`src/rtl/irq_vec_pkg.sv`:
```
package irq_vec_pkg;
    localparam int NCAUSE = 15;
    localparam int IDXW   = 4;
    localparam int BASEW  = 8 - IDXW;
    localparam int NGRP   = 2;

    typedef enum logic [1:0] {
        SEL_PEND_CLR = 2'd0,
        SEL_ENABLE   = 2'd1,
        SEL_BASE     = 2'd2
    } wr_sel_e;

    typedef struct packed {
        logic [BASEW-1:0] base;
        logic [IDXW-1:0]  idx;
    } vector_t;

    // lowest set bit wins; index = bit + 1, zero when nothing is set
    function automatic logic [IDXW-1:0] top_cause(input logic [NCAUSE-1:0] pend);
        logic [IDXW-1:0] r;
        r = '0;
        for (int i = NCAUSE - 1; i >= 0; i--) begin
            if (pend[i]) r = IDXW'(i + 1);
        end
        return r;
    endfunction
endpackage

```
`src/rtl/irq_cause_regs.sv`:
```
module irq_cause_regs
    import irq_vec_pkg::*;
(
    input  logic              clk,
    input  logic              rst,
    input  logic [NCAUSE-1:0] ev_in,
    input  logic              wr_en,
    input  wr_sel_e           wr_sel,
    input  logic [NCAUSE-1:0] wr_data,
    output logic [NCAUSE-1:0] pend_q,
    output logic [NCAUSE-1:0] en_q,
    output logic [BASEW-1:0]  base_q
);
    logic [NCAUSE-1:0] clr_mask;

    always_comb begin
        clr_mask = '0;
        if (wr_en && wr_sel == SEL_PEND_CLR) clr_mask = wr_data;
    end

    always_ff @(posedge clk) begin
        if (rst) begin
            pend_q <= '0;
            en_q   <= '0;
            base_q <= '0;
        end else begin
            pend_q <= (pend_q & ~clr_mask) | ev_in;
            if (wr_en && wr_sel == SEL_ENABLE) en_q <= wr_data;
            if (wr_en && wr_sel == SEL_BASE)   base_q <= wr_data[BASEW-1:0];
        end
    end
endmodule

```
`src/rtl/irq_chain_unit.sv`:
```
module irq_chain_unit
    import irq_vec_pkg::*;
(
    input  logic              clk,
    input  logic              rst,
    input  logic [NCAUSE-1:0] pend_en,
    input  logic [NCAUSE-1:0] pend_raw,
    input  logic              iack_n,
    input  logic              ei_n,
    output logic              irq_n,
    output logic              eo_n,
    output logic              acking,
    output logic [IDXW-1:0]   svc_idx
);
    logic            busy;
    logic            req;
    logic [IDXW-1:0] svc_pos;

    assign req     = (|pend_en) && !busy;
    assign svc_pos = svc_idx - 1'b1;
    assign irq_n   = !req;
    assign eo_n    = ei_n || req || acking;

    always_ff @(posedge clk) begin
        if (rst) begin
            busy    <= 1'b0;
            acking  <= 1'b0;
            svc_idx <= '0;
        end else if (!acking && !iack_n && !ei_n && req) begin
            acking  <= 1'b1;
            busy    <= 1'b1;
            svc_idx <= top_cause(pend_en);
        end else begin
            if (acking && iack_n) acking <= 1'b0;
            if (busy && !pend_raw[svc_pos]) busy <= 1'b0;
        end
    end
endmodule

```
`src/rtl/irq_vec_ctrl.sv`:
```
module irq_vec_ctrl
    import irq_vec_pkg::*;
#(
    parameter logic [14:0] GRP1_CAUSES = 15'h7F00
) (
    input  logic        clk,
    input  logic        rst,
    input  logic [14:0] ev_in,
    input  logic        wr_en,
    input  logic [1:0]  wr_sel,
    input  logic [14:0] wr_data,
    output logic [1:0]  irq_n,
    input  logic [1:0]  iack_n,
    input  logic [1:0]  ei_n,
    output logic [1:0]  eo_n,
    output logic        dtack,
    output logic        data_oe,
    output logic [7:0]  data_out
);
    logic [NCAUSE-1:0] pend_q, en_q;
    logic [BASEW-1:0]  base_q;
    logic [NGRP-1:0]   acking;
    logic [IDXW-1:0]   svc_idx [NGRP];
    vector_t           vec;

    irq_cause_regs u_regs (
        .clk(clk), .rst(rst), .ev_in(ev_in), .wr_en(wr_en),
        .wr_sel(wr_sel_e'(wr_sel)), .wr_data(wr_data),
        .pend_q(pend_q), .en_q(en_q), .base_q(base_q)
    );

    for (genvar g = 0; g < NGRP; g++) begin : g_grp
        localparam logic [NCAUSE-1:0] SEL = (g == 0) ? ~GRP1_CAUSES : GRP1_CAUSES;
        irq_chain_unit u_unit (
            .clk(clk), .rst(rst),
            .pend_en(pend_q & en_q & SEL),
            .pend_raw(pend_q & SEL),
            .iack_n(iack_n[g]), .ei_n(ei_n[g]),
            .irq_n(irq_n[g]), .eo_n(eo_n[g]),
            .acking(acking[g]), .svc_idx(svc_idx[g])
        );
    end

    always_comb begin
        vec.base = base_q;
        vec.idx  = acking[0] ? svc_idx[0] : svc_idx[1];
    end

    assign data_oe  = |acking;
    assign dtack    = |acking;
    assign data_out = data_oe ? vec : 8'h00;
endmodule

```
`config.mk`:
```
export PLATFORM = sky130hd
export DESIGN_NAME = irq_vec_ctrl
export DESIGN_NICKNAME = d
export VERILOG_FILES = /design/src/rtl/irq_vec_pkg.sv /design/src/rtl/irq_cause_regs.sv /design/src/rtl/irq_chain_unit.sv /design/src/rtl/irq_vec_ctrl.sv
export SDC_FILE = /design/constraint.sdc
export NUM_CORES = 1
export LEC_CHECK = 0
export ABC_AREA = 1
export BUFFER_PORTS_ARGS = -buffer_cell sky130_fd_sc_hd__buf_4
export CORE_MARGIN = 2
export CORE_UTILIZATION = 48
export CTS_CLUSTER_SIZE = 40
export DETAILED_ROUTE_END_ITERATION = 12
export PLACE_DENSITY = 0.75
export SETUP_SLACK_MARGIN = 0.5
export SYNTH_ARGS = -nofsm -noshare
export SYNTH_HDL_FRONTEND = slang
export SYNTH_SLANG_ARGS = --single-unit
```
`constraint.sdc`:
```
create_clock -name clk -period 1.5 [get_ports clk]
set_clock_uncertainty 0.15 [all_clocks]
set_input_delay 0.075 -clock clk [delete_from_list [all_inputs] [get_ports clk]]
set_output_delay 0.075 -clock clk [all_outputs]
set_load 0.02 [all_outputs]
```
After elaboration in Yosys (flattened, before gate mapping)
Cells that the tools add are included.

Bits in registers: 46. Output and inout port bits: 14. Word-level logic and storage cells: 88. Input port bits: 39.

Reductions and logical operators: 39. Bitwise operators: 4. $lt $le $gt $ge: 2. Muxes and demuxes: 30. Equality and inequality tests: 2. Add/sub/neg operators: 2.

Operators by type and width (count): $mux 4 (16); $and 15x15->15 (2); $logic_and 1x1->1 (15); $mux 15 (1); $not 15->15 (1); $or 15x15->15 (1); $logic_not 1->1 (12); $lt 4x5->1 const B (2); $mux 1 (10); $bmux 1 s4 (2); $mux 8 (1); $reduce_bool 2->1 (4); $reduce_or 8->1 (1); $sub 4x1->4 const B (2); $reduce_or 7->1 (1); $logic_or 1x1->1 (4); $eq 2x1->1 const B (1); $eq 2x2->1 const B (1); $logic_not 2->1 (1); $reduce_or 2->1 (1).

Longest topological paths before layout
Depth after elaboration: 9. Gate-level depth with buffers: 10.

Modules after synthesis
A second synthesis with hierarchy kept.

Cell total of the unflattened synthesis: 451. Area, all modules: 3007.9 µm².

Modules (own cells, without submodules): irq_cause_regs (times used 1, area an instance 1398.8 µm², cells an instance 166, sequential area each 680.7 µm²); irq_chain_unit (times used 2, area an instance 676.9 µm², cells an instance 109, sequential area each 120.1 µm²); irq_vec_ctrl (times used 1, area an instance 255.2 µm², cells an instance 67, sequential area each 0.0 µm²).

Least setup slack after synthesis
No wires, ideal clock.

Path type: reg2reg. Start: register g_grp[1].u_unit.svc_idx[0]. End: register g_grp[1].u_unit.busy. Stages on the path, launching flop included: 9. Path slack: 41 ps. Path buffers: 0. Arrival: 1175 ps. Cell sequence: dfxtp_1 > inv_2 > ha_1 > a21oi_1 > nand2_1 > nand2_1 > nand2_1 > nand3_1 > a21oi_1.

Word-level cells in the longest chain between the ends: 6.

RTL lines: from (decl) (RTL line irq_chain_unit.sv:13) `output logic [IDXW-1:0] svc_idx`; from (signal assigned) (RTL line irq_chain_unit.sv:32) `svc_idx <= top_cause(pend_en);`; $sub 4x1->4 (RTL line irq_chain_unit.sv:20) `assign svc_pos = svc_idx - 1'b1;`; $bmux 1 s4 (RTL line irq_chain_unit.sv:35) `if (busy && !pend_raw[svc_pos]) busy <= 1'b0;`; $mux 1 (implied by the code) (RTL line irq_chain_unit.sv:35); $logic_not 1->1 (RTL line irq_chain_unit.sv:35); $logic_and 1x1->1 (RTL line irq_chain_unit.sv:35); $reduce_bool 2->1 (no source line); to (signal assigned) (RTL line irq_chain_unit.sv:26) `busy <= 1'b0;`; to (signal assigned) (RTL line irq_chain_unit.sv:31) `busy <= 1'b1;`; to (signal assigned) (RTL line irq_chain_unit.sv:35); to (decl) (RTL line irq_chain_unit.sv:15) `logic busy;`.

Every way passes these cells. The select of a mux whose other input is x is not followed. A chain may end at the register's enable or synchronous reset.

Worst setup path after layout
Start: register u_regs.pend_q[8]. End: output port eo_n[1].

Word-level cells in the longest chain between the ends: 5.

RTL lines: from (decl) (RTL line irq_cause_regs.sv:10) `output logic [NCAUSE-1:0] pend_q,`; from (signal assigned) (RTL line irq_cause_regs.sv:27) `pend_q <= (pend_q & ~clr_mask) | ev_in;`; $and 15x15->15 (RTL line irq_vec_ctrl.sv:36) `.pend_en(pend_q & en_q & SEL),`; $reduce_or 7->1 (RTL line irq_chain_unit.sv:19) `assign req = (|pend_en) && !busy;`; $logic_and 1x1->1 (RTL line irq_chain_unit.sv:19); $logic_or 1x1->1 (2 in series) (RTL line irq_chain_unit.sv:22) `assign eo_n = ei_n || req || acking;`; to (decl) (RTL line irq_vec_ctrl.sv:15) `output logic [1:0] eo_n,`.

Every way passes these cells.

==> metrics.md <==
| Metric | Value |
|---|---|
| Status | `complete, but fails checks` |
| Failing checks | `negative hold slack` |
| YS warnings | `0` |
| I/O pins | `between 50 and 60` |
| Share of cells above drive strength 1 | `44.5%` |
| CP Capture Type | `output port` |
| Clock share of power | `30.3%` |
| RePlAce Congestion | `0.842` |
| Synth-to-layout area growth | `62.7%` |
| Critical path origin | `u_regs.pend_q[8]` |
| Max VDD drop | `0.593 mV` |
| CP Launch Type | `flop` |
| Mean routed wirelength per cell | `about 14 um` |
| Starting DRT DRC Count | `about 160` |
| Post-DRT Antenna Nets | `0` |
| Leakage power | `between 1.5 and 2 nW` |
| Commonest non-fill, non-tap cell in the layout | `buf_4` |
| Seq/Total Area, Yosys | `39.8%` |
| Final WL | `7190 um` |
| Seq pwr share | `about 45%` |
| Final hold vios | `7` |
| Net count, final | `slightly below 500` |
| Req. time, crit path | `between 1 and 1.5 ns` |
| Switching share of power | `28.7%` |
| Starting density of the core | `between 40% and 50%` |
| H-tree lvl count | `2` |
| Internal Power | `~2.2 mW` |
| Gr busiest metal | `met2` |
| Fillers | `302` |
| Top-area cell type share of the netlist area | `39.8%` |
| Fin worst setup slack | `between 0.02 and 0.03 ns` |
| Via count | `approximately 2600` |
| RSZ-0062 raised after global routing | `true` |
| Syn_nets | `385` |
| Highest fanout seen on the critical path | `3` |
| CORE AREA | `about 4700 um2` |
| Slew @ Worst Pin | `between 0.4 and 0.5 ns` |
| Initial antenna violation count | `0` |
| Max_cap viols | `0` |
| Root buffer cell | `clkbuf_8` |
| Grt total ovfl | `0` |
| Combinational power share | `between 20% and 30%` |
| Met2 GRT Util | `between 40% and 50%` |
| GR Layer Usage met1 | `31.3%` |
| Slew headroom | `between 70% and 80%` |
| Detailed Place HPWL | `slightly below 4000 um` |
| Worst-Skew Late Latency | `roughly 0.31 ns` |
| Distinct cells, synth | `29` |
| Crit path DAT | `1.25 ns` |
| Met3 capacity usage during global routing | `4.94%` |
| Reg-to-Reg End | `g_grp[1].u_unit.svc_idx[1]` |
| Core Util, Final | `80.2%` |
| Die Ht | `73.4 um` |
| Worst Setup EP | `eo_n[1]` |
| Place WS | `approximately 0.15 ns` |
| Total GRT Usage | `24.7%` |
| Hold crit path type | `in -> reg` |
| Reg2reg setup slack | `approximately 0.050 ns` |
| R2R Path Start | `u_regs.pend_q[8]` |
| Worst hold slack | `-0.0471 ns` |
| Final setup vio count | `0` |
| Num rows | `25` |
| Buffers on Ports | `52` |
| Maximum root-to-sink buffer count | `2` |
| DRC violations left | `0` |
| Largest net degree at the start of global routing | `30` |
| Clock buffer count from CTS | `5` |
| Most frequent cells in the layout | `buf_4, nand2_1, inv_1` |
| Worst setup path category | `reg -> out` |
| Yosys top cell by area | `dfxtp_1` |
| Reg clk slew, reported paths | `roughly 0.09 ns` |
| Fmax | `around 0.68 GHz` |
| Top post-synthesis cells by area | `dfxtp_1, nand2_1, a21oi_1` |
| Die X | `roughly 73 um` |
| Die Footprint | `~5400 um2` |
| Worst reg-to-reg path cell count | `10` |
| Initial DRT Pass Iterations | `4` |
| Multi-input gate area | `1380 um2` |
| Register area | `~1000 um2` |
| Ant. Diodes | `0` |
| Cell area power density | `approximately 800 nW/um2` |
| Min Tclk post-route | `1.47 ns` |
| Seq cells post-synth | `46` |
| Clk sink count | `46` |
| Synthesized cell area | `approximately 2300 um2` |
| Synthesized area per cell | `just under 7 um2` |
| Vias in the first global route | `roughly 2300` |
| Switching power | `a little under 0.9 mW` |
| Syn Inst Count | `between 300 and 400` |
| CTS tree | `yes` |
| Final Slew Violations | `0` |
| Final period utilization | `between 90% and 100%` |
| Vias per cell | `approximately 5.2` |
| First-pass GRT wire length | `10300 um` |
| Final non-filler cell area | `around 3800 um2` |
| Cell Area, Placed | `between 2000 and 3000 um2` |
## worst min-delay path by stage
stage | from | endpoint | slack [ns] | cells past startpoint
after floorplan | rst | g_grp[1].u_unit.svc_idx[2] | -0.006 | 1
after global placement | ev_in[14] | u_regs.pend_q[14] | 0.13 | 3
after detailed placement | ev_in[14] | u_regs.pend_q[14] | 0.14 | 3
after CTS | wr_sel[1] | u_regs.en_q[14] | -0.13 | 3
after global routing | ei_n[0] | g_grp[0].u_unit.acking | -0.03 | 4
final | ei_n[1] | g_grp[1].u_unit.svc_idx[2] | -0.05 | 4
## sequential cells by signal, summed over array words and instances, names as in the netlist
name / cells
u_regs.base_q: 4
g_grp.u_unit.busy: 2
u_regs.pend_q: 15
g_grp.u_unit.acking: 2
g_grp.u_unit.svc_idx: 8
u_regs.en_q: 15
## layer usage
| metal | share of wire (%) | vias to the layer above | wire [um] |
|---|---|---|---|
| li1 | - | 1309 | - |
| met3 | 5.5 | 14 | 397 |
| met1 | 42 | 1227 | 3020 |
| met2 | 51 | 96 | 3630 |
| met5 | 0 | - | 0 |
| met4 | 2.0 | 0 | 142 |
## Yosys cell counts (all sizes together)
library cell,instances
a21boi,1
a21oi,53
buf,12
clkbuf,3
clkinv,1
dfxtp,46
ha,2
inv,52
nand2,86
nand3,16
nand3b,2
nand4,2
nor2,30
nor3,3
o21ai,33
xnor2,1
xor2,1
## what timing repair did
item                                   in CTS  in global routing
cloned                                      0                  1
pin swaps                                  13                 30
gates resized for setup                    34                 67
buffers inserted                           19                 11
setup endpoints to repair                  26                 41
hold buffers                               32                  2
endpoints found under the hold margin      41                  6
## kinds of logic (layout without fill, tap and decap cells)
group | Yosys count | in the layout | synth area share [%]
xor gates and xnor gates | 2 | 2 | 0.757
buffers and inverters | 68 | 177 | 12.7
DFF | 46 | 46 | 39.8
adders and majority gates | 2 | 2 | 1.08
AOI/OAI and AO/OA | 87 | 87 | 18.9
and+or+nand+nor | 139 | 140 | 26.8
## final cells by class
cell class	count	area share [%]
multi-input combinational	231	36.8
timing repair buffer	116	27.1
sequential	46	25.8
inverter	53	5.72
clock buffer	5	1.83
tap	54	1.79
clock inverter	3	1.06
## power by group through the flow
stage,Sequential [mW],Clock (mW),Combinational [mW]
after global routing,1.37,0.976,0.837
after global placement,1.38,0,0.477
after CTS,1.35,0.941,0.642
after floorplan,1.36,0,0.360
final,1.36,0.924,0.769
after detailed placement,1.38,0,0.488
## metrics by stage
step / TNS, ns / cells / power (mW) / hold slack (ns)
finish: 0 / 508 / 3.05 / -0.0471
global route: -0.121 / 508 / 3.18 / -0.0326
CTS: 0 / 495 / 2.93 / -0.130
detailed placement: 0 / 436 / 1.87 / 0.139
global placement: 0 / 436 / 1.86 / 0.129
floorplan: 0 / 344 / 1.72 / -0.00593
## critical path, cell delays in order, from the launching register on
cell,delay (ns)
dfxtp_2,0.34
nand2_2,0.08
inv_1,0.07
nor2_4,0.12
nand2_2,0.07
nand2_2,0.08
nand2_2,0.06
buf_6,0.13
Note: power is estimated with default switching activity, not from simulation.
